[src/rtl/cfgdma_pkg.sv]
package cfgdma_pkg;

  typedef enum logic [2:0] {
    ST_IDLE, ST_FETCH, ST_DECODE, ST_XFER, ST_WB
  } seq_state_t;

  typedef struct packed {
    logic [31:0] ctl;
    logic [31:0] len;
    logic [63:0] tgt;
  } desc_t;

  localparam int unsigned CB_RD   = 1;
  localparam int unsigned CB_SKIP = 2;
  localparam int unsigned CB_SEL  = 3;
  localparam int unsigned DESC_BYTES = 16;
  localparam int unsigned STAT_BYTES = 4;

  // item k holds 3k+2 bytes, item 0 is empty, k >= n is invalid
  function automatic logic [31:0] item_len(logic [15:0] idx, int unsigned n);
    if (idx == 16'd0 || 32'(idx) >= n) return 32'd0;
    return 32'(idx) * 32'd3 + 32'd2;
  endfunction

  function automatic logic [7:0] item_byte(logic [15:0] idx, logic [31:0] off);
    logic [31:0] v;
    v = ({16'd0, idx} << 5) ^ (off * 32'd3 + 32'd1);
    return v[7:0];
  endfunction

  function automatic logic [31:0] min32(logic [31:0] a, logic [31:0] b);
    return (a < b) ? a : b;
  endfunction

  // byte i of a big-endian 32-bit word
  function automatic logic [7:0] be_byte(logic [31:0] w, logic [1:0] i);
    return 8'(w >> (8 * (3 - int'(i))));
  endfunction

endpackage

[src/rtl/cfgdma_item_store.sv]
module cfgdma_item_store
  import cfgdma_pkg::*;
#(
  parameter int unsigned NUM_ITEMS = 4
) (
  input  logic        clk,
  input  logic        rst_n,
  input  logic        sel_load,
  input  logic [15:0] sel_val,
  input  logic        adv,
  input  logic [31:0] adv_amt,
  output logic [15:0] cur_sel,
  output logic [31:0] cur_off,
  output logic [31:0] avail,
  output logic        in_range,
  output logic [7:0]  cur_byte
);

  logic [31:0] cur_len;

  assign cur_len  = item_len(cur_sel, NUM_ITEMS);
  assign in_range = cur_off < cur_len;
  assign avail    = in_range ? (cur_len - cur_off) : 32'd0;
  assign cur_byte = item_byte(cur_sel, cur_off);

  always_ff @(posedge clk) begin
    if (!rst_n) begin
      cur_sel <= '0;
      cur_off <= '0;
    end else if (sel_load) begin
      cur_sel <= sel_val;
      cur_off <= '0;
    end else if (adv) begin
      cur_off <= cur_off + adv_amt;
    end
  end

  // a selection always restarts the item at offset 0
  p_sel_clears_off_r4: assert property (@(posedge clk) disable iff (!rst_n)
    sel_load |=> cur_off == 32'd0);

  // the offset never runs past the end of the item
  p_off_bound_r6: assert property (@(posedge clk) disable iff (!rst_n)
    cur_off <= cur_len);

endmodule

[src/rtl/cfgdma_seq.sv]
module cfgdma_seq
  import cfgdma_pkg::*;
#(
  parameter int unsigned ADDR_W = 64
) (
  input  logic              clk,
  input  logic              rst_n,
  input  logic              start,
  input  logic [ADDR_W-1:0] desc_addr,
  output logic              busy,
  output logic              mem_req,
  output logic              mem_we,
  output logic [ADDR_W-1:0] mem_addr,
  output logic [7:0]        mem_wdata,
  input  logic [7:0]        mem_rdata,
  input  logic              mem_ack,
  input  logic              mem_err,
  output logic              eng_sel,
  output logic [15:0]       eng_idx,
  output logic              adv,
  output logic [31:0]       adv_amt,
  input  logic [31:0]       avail,
  input  logic              in_range,
  input  logic [7:0]        cur_byte
);

  localparam int unsigned DBUF_W = DESC_BYTES * 8;
  localparam int unsigned CNT_W  = $clog2(DESC_BYTES);

  seq_state_t        state;
  logic [CNT_W-1:0]  cnt;
  logic [DBUF_W-1:0] dbuf;
  logic [ADDR_W-1:0] dptr;
  logic [ADDR_W-1:0] tgt;
  logic [31:0]       rem;
  logic              rd_mode;
  logic              status;
  desc_t             dsc;
  logic              beat;
  logic              xfer_wr;

  assign dsc  = desc_t'(dbuf);
  assign busy = state != ST_IDLE;
  assign beat = mem_req && mem_ack;

  always_comb begin
    mem_req   = 1'b0;
    mem_we    = 1'b0;
    mem_addr  = dptr + ADDR_W'(cnt);
    mem_wdata = 8'd0;
    eng_sel   = 1'b0;
    eng_idx   = dsc.ctl[31:16];
    adv       = 1'b0;
    adv_amt   = 32'd1;
    xfer_wr   = 1'b0;
    unique case (state)
      ST_FETCH: mem_req = 1'b1;
      ST_DECODE: eng_sel = dsc.ctl[CB_SEL];
      ST_XFER: begin
        if (rem != 32'd0) begin
          if (rd_mode) begin
            xfer_wr   = 1'b1;
            mem_req   = 1'b1;
            mem_we    = 1'b1;
            mem_addr  = tgt;
            mem_wdata = in_range ? cur_byte : 8'd0;
            adv       = beat && in_range;
          end else begin
            adv     = 1'b1;
            adv_amt = min32(rem, avail);
          end
        end
      end
      ST_WB: begin
        mem_req   = 1'b1;
        mem_we    = 1'b1;
        mem_wdata = be_byte({31'd0, status}, cnt[1:0]);
      end
      default: ;
    endcase
  end

  always_ff @(posedge clk) begin
    if (!rst_n) begin
      state   <= ST_IDLE;
      cnt     <= '0;
      dbuf    <= '0;
      dptr    <= '0;
      tgt     <= '0;
      rem     <= '0;
      rd_mode <= 1'b0;
      status  <= 1'b0;
    end else begin
      unique case (state)
        ST_IDLE: if (start) begin
          dptr  <= desc_addr;
          cnt   <= '0;
          state <= ST_FETCH;
        end
        ST_FETCH: if (beat) begin
          if (mem_err) begin
            status <= 1'b1;
            cnt    <= '0;
            state  <= ST_WB;
          end else begin
            dbuf <= {dbuf[DBUF_W-9:0], mem_rdata};
            cnt  <= cnt + 1'b1;
            if (cnt == CNT_W'(DESC_BYTES - 1)) state <= ST_DECODE;
          end
        end
        ST_DECODE: begin
          rd_mode <= dsc.ctl[CB_RD];
          rem     <= (dsc.ctl[CB_RD] || dsc.ctl[CB_SKIP]) ? dsc.len : 32'd0;
          tgt     <= dsc.tgt[ADDR_W-1:0];
          status  <= 1'b0;
          cnt     <= '0;
          state   <= ST_XFER;
        end
        ST_XFER: begin
          if (rem == 32'd0) begin
            cnt   <= '0;
            state <= ST_WB;
          end else if (!rd_mode) begin
            rem <= 32'd0;
          end else if (beat) begin
            tgt <= tgt + 1'b1;
            rem <= rem - 32'd1;
            if (mem_err) begin
              status <= 1'b1;
              cnt    <= '0;
              state  <= ST_WB;
            end
          end
        end
        ST_WB: if (beat) begin
          cnt <= cnt + 1'b1;
          if (cnt == CNT_W'(STAT_BYTES - 1)) state <= ST_IDLE;
        end
        default: state <= ST_IDLE;
      endcase
    end
  end

  // no memory traffic while idle
  p_idle_quiet_r11: assert property (@(posedge clk) disable iff (!rst_n)
    !busy |-> !mem_req);

  // an accepted start makes the engine busy in the next cycle
  p_start_busy_r11: assert property (@(posedge clk) disable iff (!rst_n)
    start && !busy |=> busy);

  // a pending beat keeps its request and address
  p_req_hold_r2: assert property (@(posedge clk) disable iff (!rst_n)
    mem_req && !mem_ack |=> mem_req && $stable(mem_addr));

  // data writes outside the item carry zero
  p_zero_fill_r7: assert property (@(posedge clk) disable iff (!rst_n)
    xfer_wr && !in_range |-> mem_wdata == 8'd0);

  // a skip never issues memory beats
  p_skip_no_write_r6: assert property (@(posedge clk) disable iff (!rst_n)
    state == ST_XFER && !rd_mode |-> !mem_req);

endmodule

[src/rtl/cfgdma_engine.sv]
module cfgdma_engine
  import cfgdma_pkg::*;
#(
  parameter int unsigned NUM_ITEMS = 4,
  parameter int unsigned ADDR_W    = 64
) (
  input  logic              clk,
  input  logic              rst_n,
  input  logic              start,
  input  logic [ADDR_W-1:0] desc_addr,
  output logic              busy,
  input  logic              sel_wr,
  input  logic [15:0]       sel_idx,
  output logic [15:0]       cur_sel,
  output logic [31:0]       cur_off,
  output logic [31:0]       feature_word,
  output logic              mem_req,
  output logic              mem_we,
  output logic [ADDR_W-1:0] mem_addr,
  output logic [7:0]        mem_wdata,
  input  logic [7:0]        mem_rdata,
  input  logic              mem_ack,
  input  logic              mem_err
);

  localparam logic [31:0] FEATURES = 32'h0000_0003;

  logic        eng_sel;
  logic [15:0] eng_idx;
  logic        adv;
  logic [31:0] adv_amt;
  logic [31:0] avail;
  logic        in_range;
  logic [7:0]  cur_byte;
  logic        legacy_ok;
  logic        sel_load;
  logic [15:0] sel_val;

  assign feature_word = FEATURES;
  assign legacy_ok    = sel_wr && !busy;
  assign sel_load     = eng_sel || legacy_ok;
  assign sel_val      = eng_sel ? eng_idx : sel_idx;

  cfgdma_item_store #(.NUM_ITEMS(NUM_ITEMS)) store_i (
    .clk(clk), .rst_n(rst_n),
    .sel_load(sel_load), .sel_val(sel_val),
    .adv(adv), .adv_amt(adv_amt),
    .cur_sel(cur_sel), .cur_off(cur_off),
    .avail(avail), .in_range(in_range), .cur_byte(cur_byte)
  );

  cfgdma_seq #(.ADDR_W(ADDR_W)) seq_i (
    .clk(clk), .rst_n(rst_n),
    .start(start), .desc_addr(desc_addr), .busy(busy),
    .mem_req(mem_req), .mem_we(mem_we), .mem_addr(mem_addr),
    .mem_wdata(mem_wdata), .mem_rdata(mem_rdata),
    .mem_ack(mem_ack), .mem_err(mem_err),
    .eng_sel(eng_sel), .eng_idx(eng_idx),
    .adv(adv), .adv_amt(adv_amt),
    .avail(avail), .in_range(in_range), .cur_byte(cur_byte)
  );

  // a legacy write during an operation leaves the selector alone
  p_legacy_ignored_r12: assert property (@(posedge clk) disable iff (!rst_n)
    sel_wr && busy && !eng_sel |=> $stable(cur_sel));

endmodule

[config.mk]
export PLATFORM = sky130hd
export DESIGN_NAME = cfgdma_engine
export DESIGN_NICKNAME = d
export VERILOG_FILES = /design/src/rtl/cfgdma_pkg.sv /design/src/rtl/cfgdma_item_store.sv /design/src/rtl/cfgdma_seq.sv /design/src/rtl/cfgdma_engine.sv
export SDC_FILE = /design/constraint.sdc
export NUM_CORES = 1
export LEC_CHECK = 0
export CORE_UTILIZATION = 50
export CTS_CLUSTER_SIZE = 30
export DETAILED_ROUTE_END_ITERATION = 16
export GPL_TIMING_DRIVEN = 0
export MAX_ROUTING_LAYER = met4
export PLACE_DENSITY = 0.75
export SKIP_CTS_REPAIR_TIMING = 1
export SYNTH_ARGS = -nofsm -noshare
export SYNTH_HDL_FRONTEND = slang
export SYNTH_HIERARCHICAL = 1
export SYNTH_SLANG_ARGS = --single-unit
[constraint.sdc]
create_clock -name clk -period 8.58 [get_ports clk]
set_input_delay 1.287 -clock clk [delete_from_list [all_inputs] [get_ports clk]]
set_output_delay 1.287 -clock clk [all_outputs]
set_load 0.01 [all_outputs]
## After elaboration in Yosys (flattened, before gate mapping)

Index checks and enable logic that the tools add are counted.

| cells by class | value |
|---|---|
| mux-type cells | 58 |
| shift-type cells | 1 |
| $lt $le $gt $ge | 3 |
| equal/unequal tests | 18 |
| multiply operators | 2 |
| bitwise logic cells | 3 |
| add/subtract/negate cells | 9 |
| div/mod/pow operators | 0 |
| reduce and logical (&&, ||, !) cells | 24 |

Operators by type and width:

| kind | number |
|---|---|
| 2-to-1 mux 64 bit | 6 |
| 2-to-1 mux 32 bit | 11 |
| case mux 64 bit (2 select lines) | 1 |
| adder 64 x 1 -> 64 bit, second input constant | 1 |
| adder 64 x 4 -> 64 bit | 1 |
| < comparator 32 bit | 2 |
| case mux 32 bit (2 select lines) | 1 |
| adder 32 bit | 1 |
| zero test 32 bit | 1 |
| multiplier 32 x 2 -> 8 bit, second input constant | 1 |
| 2-to-1 mux 4 bit | 8 |
| nonzero test 32 bit | 1 |
| right shift 1 x 32 -> 8 bit | 1 |
| subtractor 32 x 1 -> 32 bit, second input constant | 1 |
| subtractor 32 bit | 1 |
| 2-to-1 mux 3 bit | 10 |
| 2-to-1 mux 8 bit | 3 |
| case mux 4 bit (5 select lines) | 1 |
| adder 18 x 2 -> 19 bit, second input constant | 1 |
| multiplier 16 x 2 -> 18 bit, second input constant | 1 |
| greater-or-equal comparator 16 x 3 -> 1 bit, second input constant | 1 |
| zero test 16 bit | 1 |
| 2-to-1 mux 16 bit | 1 |
| case mux 8 bit (2 select lines) | 1 |
| 32 further kinds | 60 |

| word-level totals | value |
|---|---|
| bits in latches | 0 |
| output and inout bits | 155 |
| input port bits | 94 |
| bits in registers | 345 |
| memories | 0 |
| memory bits (read-only) | 0 |
| logic and storage cells | 128 |
| bits in writable memories | 0 |

## Depth between registers and ports, before layout

Gate-level depths: netlist (run 1).

| logic depth | value |
|---|---|
| depth in word-level cells | 12 |
| gate-level depth with buffers | 46 |

## By module

Netlist (run 1), hierarchy kept.

By module, submodules not included:

| module | cells an instance | area an instance (um2) | sequential area each (um2) | times used |
|---|---|---|---|---|
| cfgdma_seq | 2370 | 16837.4 | 5945.7 | 1 |
| cfgdma_item_store | 742 | 5816.8 | 960.9 | 1 |
| cfgdma_engine | 54 | 505.5 | 0.0 | 1 |

## Worst setup path after synthesis (run 1)

OpenSTA, ideal clock, no wires.

| timing path | value |
|---|---|
| path kind | reg2reg |
| start point | reg store_i.cur_sel[2] |
| end point | reg store_i.cur_off[24] |
| period minus slack after synthesis | 8319 ps |
| data required time | 8458 ps |
| slack | 261 ps |
| stages on the path, launching flop included | 43 |
| library setup time | 122 ps |
| data arrival time | 8197 ps |
| cell sequence | dfxtp_1 -> inv_1 -> ha_1 -> ha_1 -> a21o_1 -> a21oi_1 -> nand2b_1 -> a21oi_1 -> o41a_1 -> a21oi_1 -> nand2_1 -> xnor2_1 -> nor2_1 -> ha_1 -> a21o_1 -> nand2_1 -> o21ai_0 -> o21a_1 -> [... 7 more ...] -> a211oi_1 -> o22ai_1 -> o41ai_1 -> and3_1 -> clkbuf_1 -> clkbuf_1 -> nand3_1 -> a21boi_0 -> ha_1 -> nor2b_1 -> o31a_2 -> o31a_1 -> o211ai_1 -> a21oi_1 -> o32ai_2 -> o21ai_1 -> nor4b_1 -> a311o_1 |

| on the way | value |
|---|---|
| cells in the longest elaborated chain, start to end | 12 |
| elaborated cells between the ends (all ways) | 20 |
| classes of those cells | add/sub (3); mul (1); order compare (3); mux (10); reduce/logical (3) |

RTL lines:

| element | RTL line | RTL |
|---|---|---|
| start, declared | cfgdma_item_store.sv:12 | `output logic [15:0] cur_sel,` |
| start signal, assigned | cfgdma_item_store.sv:31 | `cur_sel <= sel_val;` |
| parallel branches: the longest is 3 deep, another holds adder 18 x 2 -> 19 bit | - |  |
| 2-to-1 mux 32 bit * | cfgdma_pkg.sv:22 | `return 32'(idx) * 32'd3 + 32'd2;` |
| subtractor 32 bit / < comparator 32 bit (equally long branches) | cfgdma_item_store.sv:23, cfgdma_item_store.sv:22 |  |
| 2-to-1 mux 32 bit * | cfgdma_item_store.sv:23 | `assign avail = in_range ? (cur_len - cur_off) : 32'd0;` |
| net avail[19] | cfgdma_engine.sv:32 | `logic [31:0] avail;` |
| < comparator 32 bit * | cfgdma_pkg.sv:32 | `return (a < b) ? a : b;` |
| 2-to-1 mux 32 bit * | cfgdma_pkg.sv:32 |  |
| 2-to-1 mux 32 bit * | cfgdma_seq.sv:61 | `if (rd_mode) begin` |
| 2-to-1 mux 32 bit * | cfgdma_seq.sv:60 | `if (rem != 32'd0) begin` |
| 2-to-1 mux 32 bit * | cfgdma_seq.sv:56 | `unique case (state)` |
| net adv_amt[2] | cfgdma_engine.sv:31 | `logic [31:0] adv_amt;` |
| adder 32 bit * | cfgdma_item_store.sv:34 | `cur_off <= cur_off + adv_amt;` |
| end signal, assigned | cfgdma_item_store.sv:34 |  |
| end, declared | cfgdma_item_store.sv:13 | `output logic [31:0] cur_off,` |

Mark *: on every way through the listed nets, which the timed path passes.
A chain may end at the register's enable or synchronous reset.

## Worst setup path after layout (run 1)

Ends and elaborated chain as after synthesis.

==> results.txt, run 1 <==
Die ar.: 47,180 um^2
Post-synthesis sequential area ratio: 29.82%
Max clock buf depth: 3
Least-Margin Pin Slew: 1.170 ns
Final nets: 3,746
Final setup viols: 13
Ys async rst share: 0%
Via Count: 24.81k
CP required: 9.04 ns
WHS Path Cells: 2
Top-area cell type share of the netlist area: 29.82%
Cell taking the most area after synthesis: dfxtp_1
Initial Util: 50.82%
Rel. slew slack: 21.27%
Worst R2R Setup Slack: -0.22 ns
Routed vias/inst: 5.998
Fill cells: 4,036
CTS Root Cell: clkbuf_16
Maxcap violations: 0
Crit-path leading delay family: compound AO/OA/AOI/OAI gates
Outcome: finished with violations
Num rows: 78
Vias in the first global route: 23.46k
CP Buf/Inv Count: 8
Hold endpoint: seq_i/dbuf[105]
DRT antenna net count: 0
DRC Markers: 0
Leading post-synthesis cells by cell area: dfxtp_1 (30%), nand2_1 (10%), a21oi_1 (8.0%)
Clock skew: 0.01329 ns
# diodes: 0
Synth-to-layout area growth: 24.68%
Iteration-0 DRC Markers: 1,959
Clk_lat worst skew: 0.57 ns
Final std cells w/o fill: 4,136
Fraction of layout cells with a size suffix above 1: 10.83%
Placed insts: 4,018
Clock Pin Slew Worst Setup and Hold Paths: 0.06 ns
Crit-path max cell delay: 0.45 ns
Startpoint Class: register
Min-delay src: seq_i/dbuf[105]
Synthesized area: 23,160 um^2
Initial antenna violation count: 0
CP Capture Type: register
Reg2reg path depth: 45
Port Buffers: 216
Violated checks: setup timing
Synthesized flop and latch total: 345
Post-Route WL: 88,680 um
Arrival @ worst endpoint: 9.26 ns
Leading cell type in the layout, fill and taps excluded: nand2_1
Pre-CTS setup slack: -1.779 ns
DRT Pass-1 Iters: 6
CTS tree: done
Die Y-Extent: 217.2 um
First-pass GRT wire length: 131,000 um
Routability cong.: 0.9972
GRT Overall Usage: 36.78%
Fin Hold WS: 0.4559 ns
Mapped Avg Cell Area: 7.315 um^2
H-tree Lvls: 2
Setup TNS: -1.842 ns
Worst setup path class: register to register
Critical path's most frequent cell: buf_4
RSZ-0062 raised after global routing: yes
CP max-delay cell: o41a_1
Reg2reg start: store_i/cur_sel[2]
Post-DP HPWL: 66,340 um
Post-layout min period: 8.799 ns
Total Power: 4974 uW
Final hold vios: 0
Die span in x: 217.2 um
I/O pin total: 249
Largest net degree at the start of global routing: 13
Max Freq: 113.7 MHz
Yosys cell types: 95
Fin. max-slew vios: 0
CP max FO: 10
Hold crit path type: register to register
PnR worst setup slack: -0.2187 ns
FF+latch area: 6923 um^2
Area of the multi-input gates: 15,540 um^2
Worst Setup SP: store_i/cur_sel[2]
Clk sinks: 345
Worst vdd ir: 0.1616 mV
Number of synthesized flops with an enable pin: 0
Total grt overflow: 0
Static leakage: 0.01053 uW
Placeable core region: 45,580 um^2
Most frequent cells in the layout: nand2_1 (635), a21oi_1 (354), dfxtp_1 (340)
Synthesis Warnings: 6
CTS Buf Count: 42
Top FF cell, synth: dfxtp_1
Worst r2r dst: store_i/cur_off[24]
Avg WL per Cell: 21.44 um
Final worst path period share: 102.5%
Mapped Cells: 3,166
Cell Pwr Density: 172.3 nW/um^2
==> layout make-up <==
cell class	instances	area share [%]
Inverter	114	1.499
Clock buffer	63	4.368
Clock inverter	9	0.5026
Tap cell	600	2.600
Sequential cell	345	23.98
Buffer	249	4.415
Timing Repair Buffer	263	8.835
Multi-Input combinational cell	2493	53.80
==> Yosys cell counts (6+ instances only) <==
library cell / count
a211oi_1: 22
a21boi_0: 35
a21o_1: 30
a21oi_1: 370
a221oi_1: 7
a311oi_1: 6
a31oi_1: 22
a32o_1: 12
and2_1: 18
and3_1: 43
and4_1: 13
buf_1: 7
buf_2: 15
buf_4: 58
clkbuf_1: 166
dfxtp_1: 345
ha_1: 139
inv_1: 113
mux2_2: 8
mux2_4: 9
mux2i_1: 32
nand2_1: 638
nand2b_1: 21
nand3_1: 113
nand3b_1: 6
nand4_1: 52
nor2_1: 175
nor2b_1: 28
nor3_1: 80
nor4_1: 38
o211a_1: 6
o211ai_1: 11
o21a_1: 12
o21ai_0: 191
o21ai_1: 12
o21bai_1: 8
o221a_2: 9
o22ai_1: 14
o31ai_1: 23
o32ai_1: 18
or2_2: 6
or3_1: 11
xnor2_1: 66
xor2_1: 55
==> worst max-delay path by stage <==
stage                     endpoint  slack, ns  depth (start not counted)
2_1_floorplan  store_i/cur_off[24]       0.26                         42
5_1_grt        store_i/cur_off[24]      -0.50                         45
6_report       store_i/cur_off[24]      -0.22                         45
3_3_place_gp   store_i/cur_off[24]      -1.61                         39
4_1_cts        store_i/cur_off[24]      -1.81                         42
3_5_place_dp   store_i/cur_off[24]      -1.78                         42
==> logic make-up (layout without fill, tap and decap cells) <==
| group | count (synthesis) | in the layout | share of synthesized area, % |
|---|---|---|---|
| flip-flops | 345 | 345 | 29.82 |
| multiplexers | 49 | 49 | 2.356 |
| AO/OA/AOI/OAI | 869 | 869 | 22.91 |
| adder cells (fa/ha/maj) | 144 | 144 | 7.942 |
| AND/OR/NAND/NOR | 1271 | 1271 | 25.26 |
| other | 3 | 39 | 0.04862 |
| XOR/XNOR | 121 | 121 | 4.576 |
| buffers and inverters | 364 | 698 | 7.088 |
==> sequential cells by signal, indices dropped and copies added (netlist names) <==
register / count
seq_i/status: 1
seq_i/dbuf: 128
store_i/cur_sel: 16
seq_i/tgt: 64
seq_i/rem: 32
seq_i/dptr: 64
seq_i/rd_mode: 1
store_i/cur_off: 32
seq_i/cnt: 4
seq_i/state: 3
==> power breakdown <==
part	leakage (uW)	switching, uW	total, uW	internal (uW)
logic	0.00704	854	1440	584
registers	0.00279	59.8	1710	1650
clock network	0.000688	725	1830	1100
==> layer usage <==
layer	share of wire (%)	GRT usage (%)	vias to the layer above
met1	38	40.34	11566
met4	7.7	25.38	0
met2	48	62.24	1151
li1	-	-	11785
met5	0	-	-
met3	6.2	4.444	306
==> worst min-delay path: cells and delay by family, from the launching register on <==
family	cells	cell delay, ns
DFF	1	0.31
AOI/OAI and AO/OA	1	0.05
and+or+nand+nor	1	0.05
==> metrics by stage <==
step | util (%) | area [um^2]
floorplan | - | 23290
global placement | 57.50 | 26210
detailed placement | 57.52 | 26210
CTS | 60.60 | 27620
global route | 63.36 | 28880
finish | 63.36 | 28880
No activity file was read; power rests on OpenSTA's default activity.
==> run 2, diff against run 1 <==
--- a/config.mk
+++ b/config.mk
@@ -11,6 +11,7 @@
 export GPL_TIMING_DRIVEN = 0
 export MAX_ROUTING_LAYER = met4
 export PLACE_DENSITY = 0.75
+export RECOVER_POWER = 100
 export SKIP_CTS_REPAIR_TIMING = 1
 export SYNTH_ARGS = -nofsm -noshare
 export SYNTH_HDL_FRONTEND = slang
==> results.txt, run 2 (synthesized netlist as in run 1, its figures left out) <==
Clock share of power: 36.9% (+0.2 points)
Critical path's most frequent cell: ha_4
Startpoint Class: register
Clk sinks: 345 (unchanged)
PnR worst setup slack: -0.2033 ns (+0.01534 ns)
Port Buffers: 216 (unchanged)
Iteration-0 DRC Markers: 1,977 (+0.92%)
Die span in x: 217.2 um (unchanged)
# diodes: 0 (unchanged)
DRT antenna net count: 0 (unchanged)
Maxcap violations: 1 (+1)
Outcome: finished with violations
Fraction of layout cells with a size suffix above 1: 10.35% (-0.48 points)
DRT Pass-1 Iters: 5 (-1)
Biggest register: seq_i/dbuf
Leading cell type in the layout, fill and taps excluded: nand2_1
Static leakage: 0.01081 uW (+2.7%)
Least-Margin Pin Slew: 2.161 ns (+0.9905 ns)
Total Power: 4953 uW (-0.42%)
Clock skew: 0.01294 ns (-0.0003536 ns)
Total grt overflow: 0 (unchanged)
Hold crit path type: register to register
Routed vias/inst: 6.020 (+0.36%)
Violated checks: capacitance limit, slew limit, setup timing
Die ar.: 47,180 um^2 (unchanged)
Die Y-Extent: 217.2 um (unchanged)
Switch share: 33.00% (+0.039 points)
CP max-delay cell: o41a_1
Post-place instance area: 26,210 um^2 (unchanged)
GRT Overall Usage: 36.78% (unchanged)
Fin Hold WS: 0.4571 ns (+0.001159 ns)
Crit-path max cell delay: 0.45 ns (about the same)
Final setup viols: 12 (-1)
Pre-CTS setup slack: -1.779 ns (unchanged)
Num rows: 78 (unchanged)
RSZ-0062 raised after global routing: yes
Fin. max-slew vios: 11 (+11)
I/O pin total: 249 (unchanged)
Placed insts: 4,018 (unchanged)
Worst setup path class: register to register
Vias in the first global route: 23.46k (unchanged)
CP max FO: 5 (-5)
Final std cells w/o fill: 4,136 (unchanged)
Initial Util: 50.82% (unchanged)
CTS tree: done
Via Count: 24.90k (+0.36%)
Largest regs: seq_i/dbuf x128, seq_i/dptr x64, seq_i/tgt x64
Clock Pin Slew Worst Setup and Hold Paths: 0.06 ns (about the same)
Logic pwr share: 28.6% (-0.3 points)
Placeable core region: 45,580 um^2 (unchanged)
Largest net degree at the start of global routing: 13 (unchanged)
Final nets: 3,746 (unchanged)
Largest register FFs: 128 (unchanged)
CP required: 9.04 ns (about the same)
Final hold vios: 0 (unchanged)
Rel. slew slack: -45.02% (-66 points)
Min-delay src: seq_i/dbuf[105]
Post-Route WL: 88,750 um (about the same)
Psw: 1635 uW (-0.30%)
Crit-path leading delay family: compound AO/OA/AOI/OAI gates
Synth-to-layout area growth: 24.26%
Most frequent cells in the layout: nand2_1 (635), a21oi_1 (355), dfxtp_1 (340)
Max clock buf depth: 3 (unchanged)
Fin area: 28,780 um^2 (-0.33%)
CTS Buf Count: 42 (unchanged)
Clk_lat worst skew: 0.57 ns (about the same)
Routability cong.: 0.9972 (unchanged)
CP Capture Type: register
Internal cell power: 3319 uW (-0.48%)
Cell Pwr Density: 172.1 nW/um^2 (about the same)
Post-DP HPWL: 66,340 um (unchanged)
First-pass GRT wire length: 131,000 um (unchanged)
Worst vdd ir: 0.1606 mV (-0.62%)
Avg WL per Cell: 21.46 um (about the same)
Initial antenna violation count: 0 (unchanged)
Post-layout min period: 8.783 ns (-0.01534 ns)
CTS Root Cell: clkbuf_16
Seq pwr share: 34.5% (+0.2 points)
Worst Setup SP: store_i/cur_sel[2]
Max Freq: 113.9 MHz (+0.18%)
H-tree Lvls: 2 (unchanged)
DRC Markers: 0 (unchanged)
CP Buf/Inv Count: 8 (unchanged)
Reg2reg start: store_i/cur_sel[2]
Final worst path period share: 102.4% (-0.18 points)
Arrival @ worst endpoint: 9.25 ns (about the same)
run 2: cell count changes in the layout (fill, tap and decap cells not counted), sizes merged:
cell	previous run	this run
clkbuf	221	235
buf	138	124
dlygate4sd3	0	115
clkdlybuf4s50	216	101
run 2: power groups by stage:
stage | logic, uW | registers [uW] | clock network, uW
after floorplan | 741 | 1730 | 0
after global placement | 1130 | 1740 | 0
after detailed placement | 1160 | 1740 | 0
after CTS | 1170 | 1710 | 1850
after global routing | 1520 | 1710 | 1910
final | 1420 | 1710 | 1830
run 2: routing by layer:
| metal | vias up | global-route usage [%] | part of all wire [%] |
|---|---|---|---|
| met3 | 323 | 4.444 | 6.3 |
| met5 | - | - | 0 |
| li1 | 11783 | - | - |
| met4 | 0 | 25.38 | 7.8 |
| met2 | 1144 | 62.24 | 48 |
| met1 | 11647 | 40.34 | 38 |
run 2: per-stage QoR:
stage | TNS, ns | util, %
after global routing | -6.967 | 63.14
after detailed placement | -34.04 | 57.52
final | -1.432 | 63.14
after CTS | -35.28 | 60.60
after global placement | -30.37 | 57.50
after floorplan | 0 | -
run 2: tightest hold or removal path, delay by kind of cell (launching register included):
kind | cells | cell delay (ns)
compound gates | 1 | 0.05
simple gates | 1 | 0.05
flops | 1 | 0.31
run 2: final timing paths:
kind                               to  slack, ns  cells past startpoint
hold / removal        seq_i/dbuf[105]       0.46                      2
setup reg to reg  store_i/cur_off[24]      -0.20                     46
setup / recovery  store_i/cur_off[24]      -0.20                     46
hold reg to reg       seq_i/dbuf[105]       0.46                      2
run 2: layout make-up:
type	count	area (um^2)
fillers	4052	16800
multi-input cells	2493	15500
flip-flops and latches	345	6923
repair buffers	263	2551
clock buffers	63	1261
plain buffers	249	1217
well taps	600	750.7
inverters	114	432.9
clock inverters	9	145.1
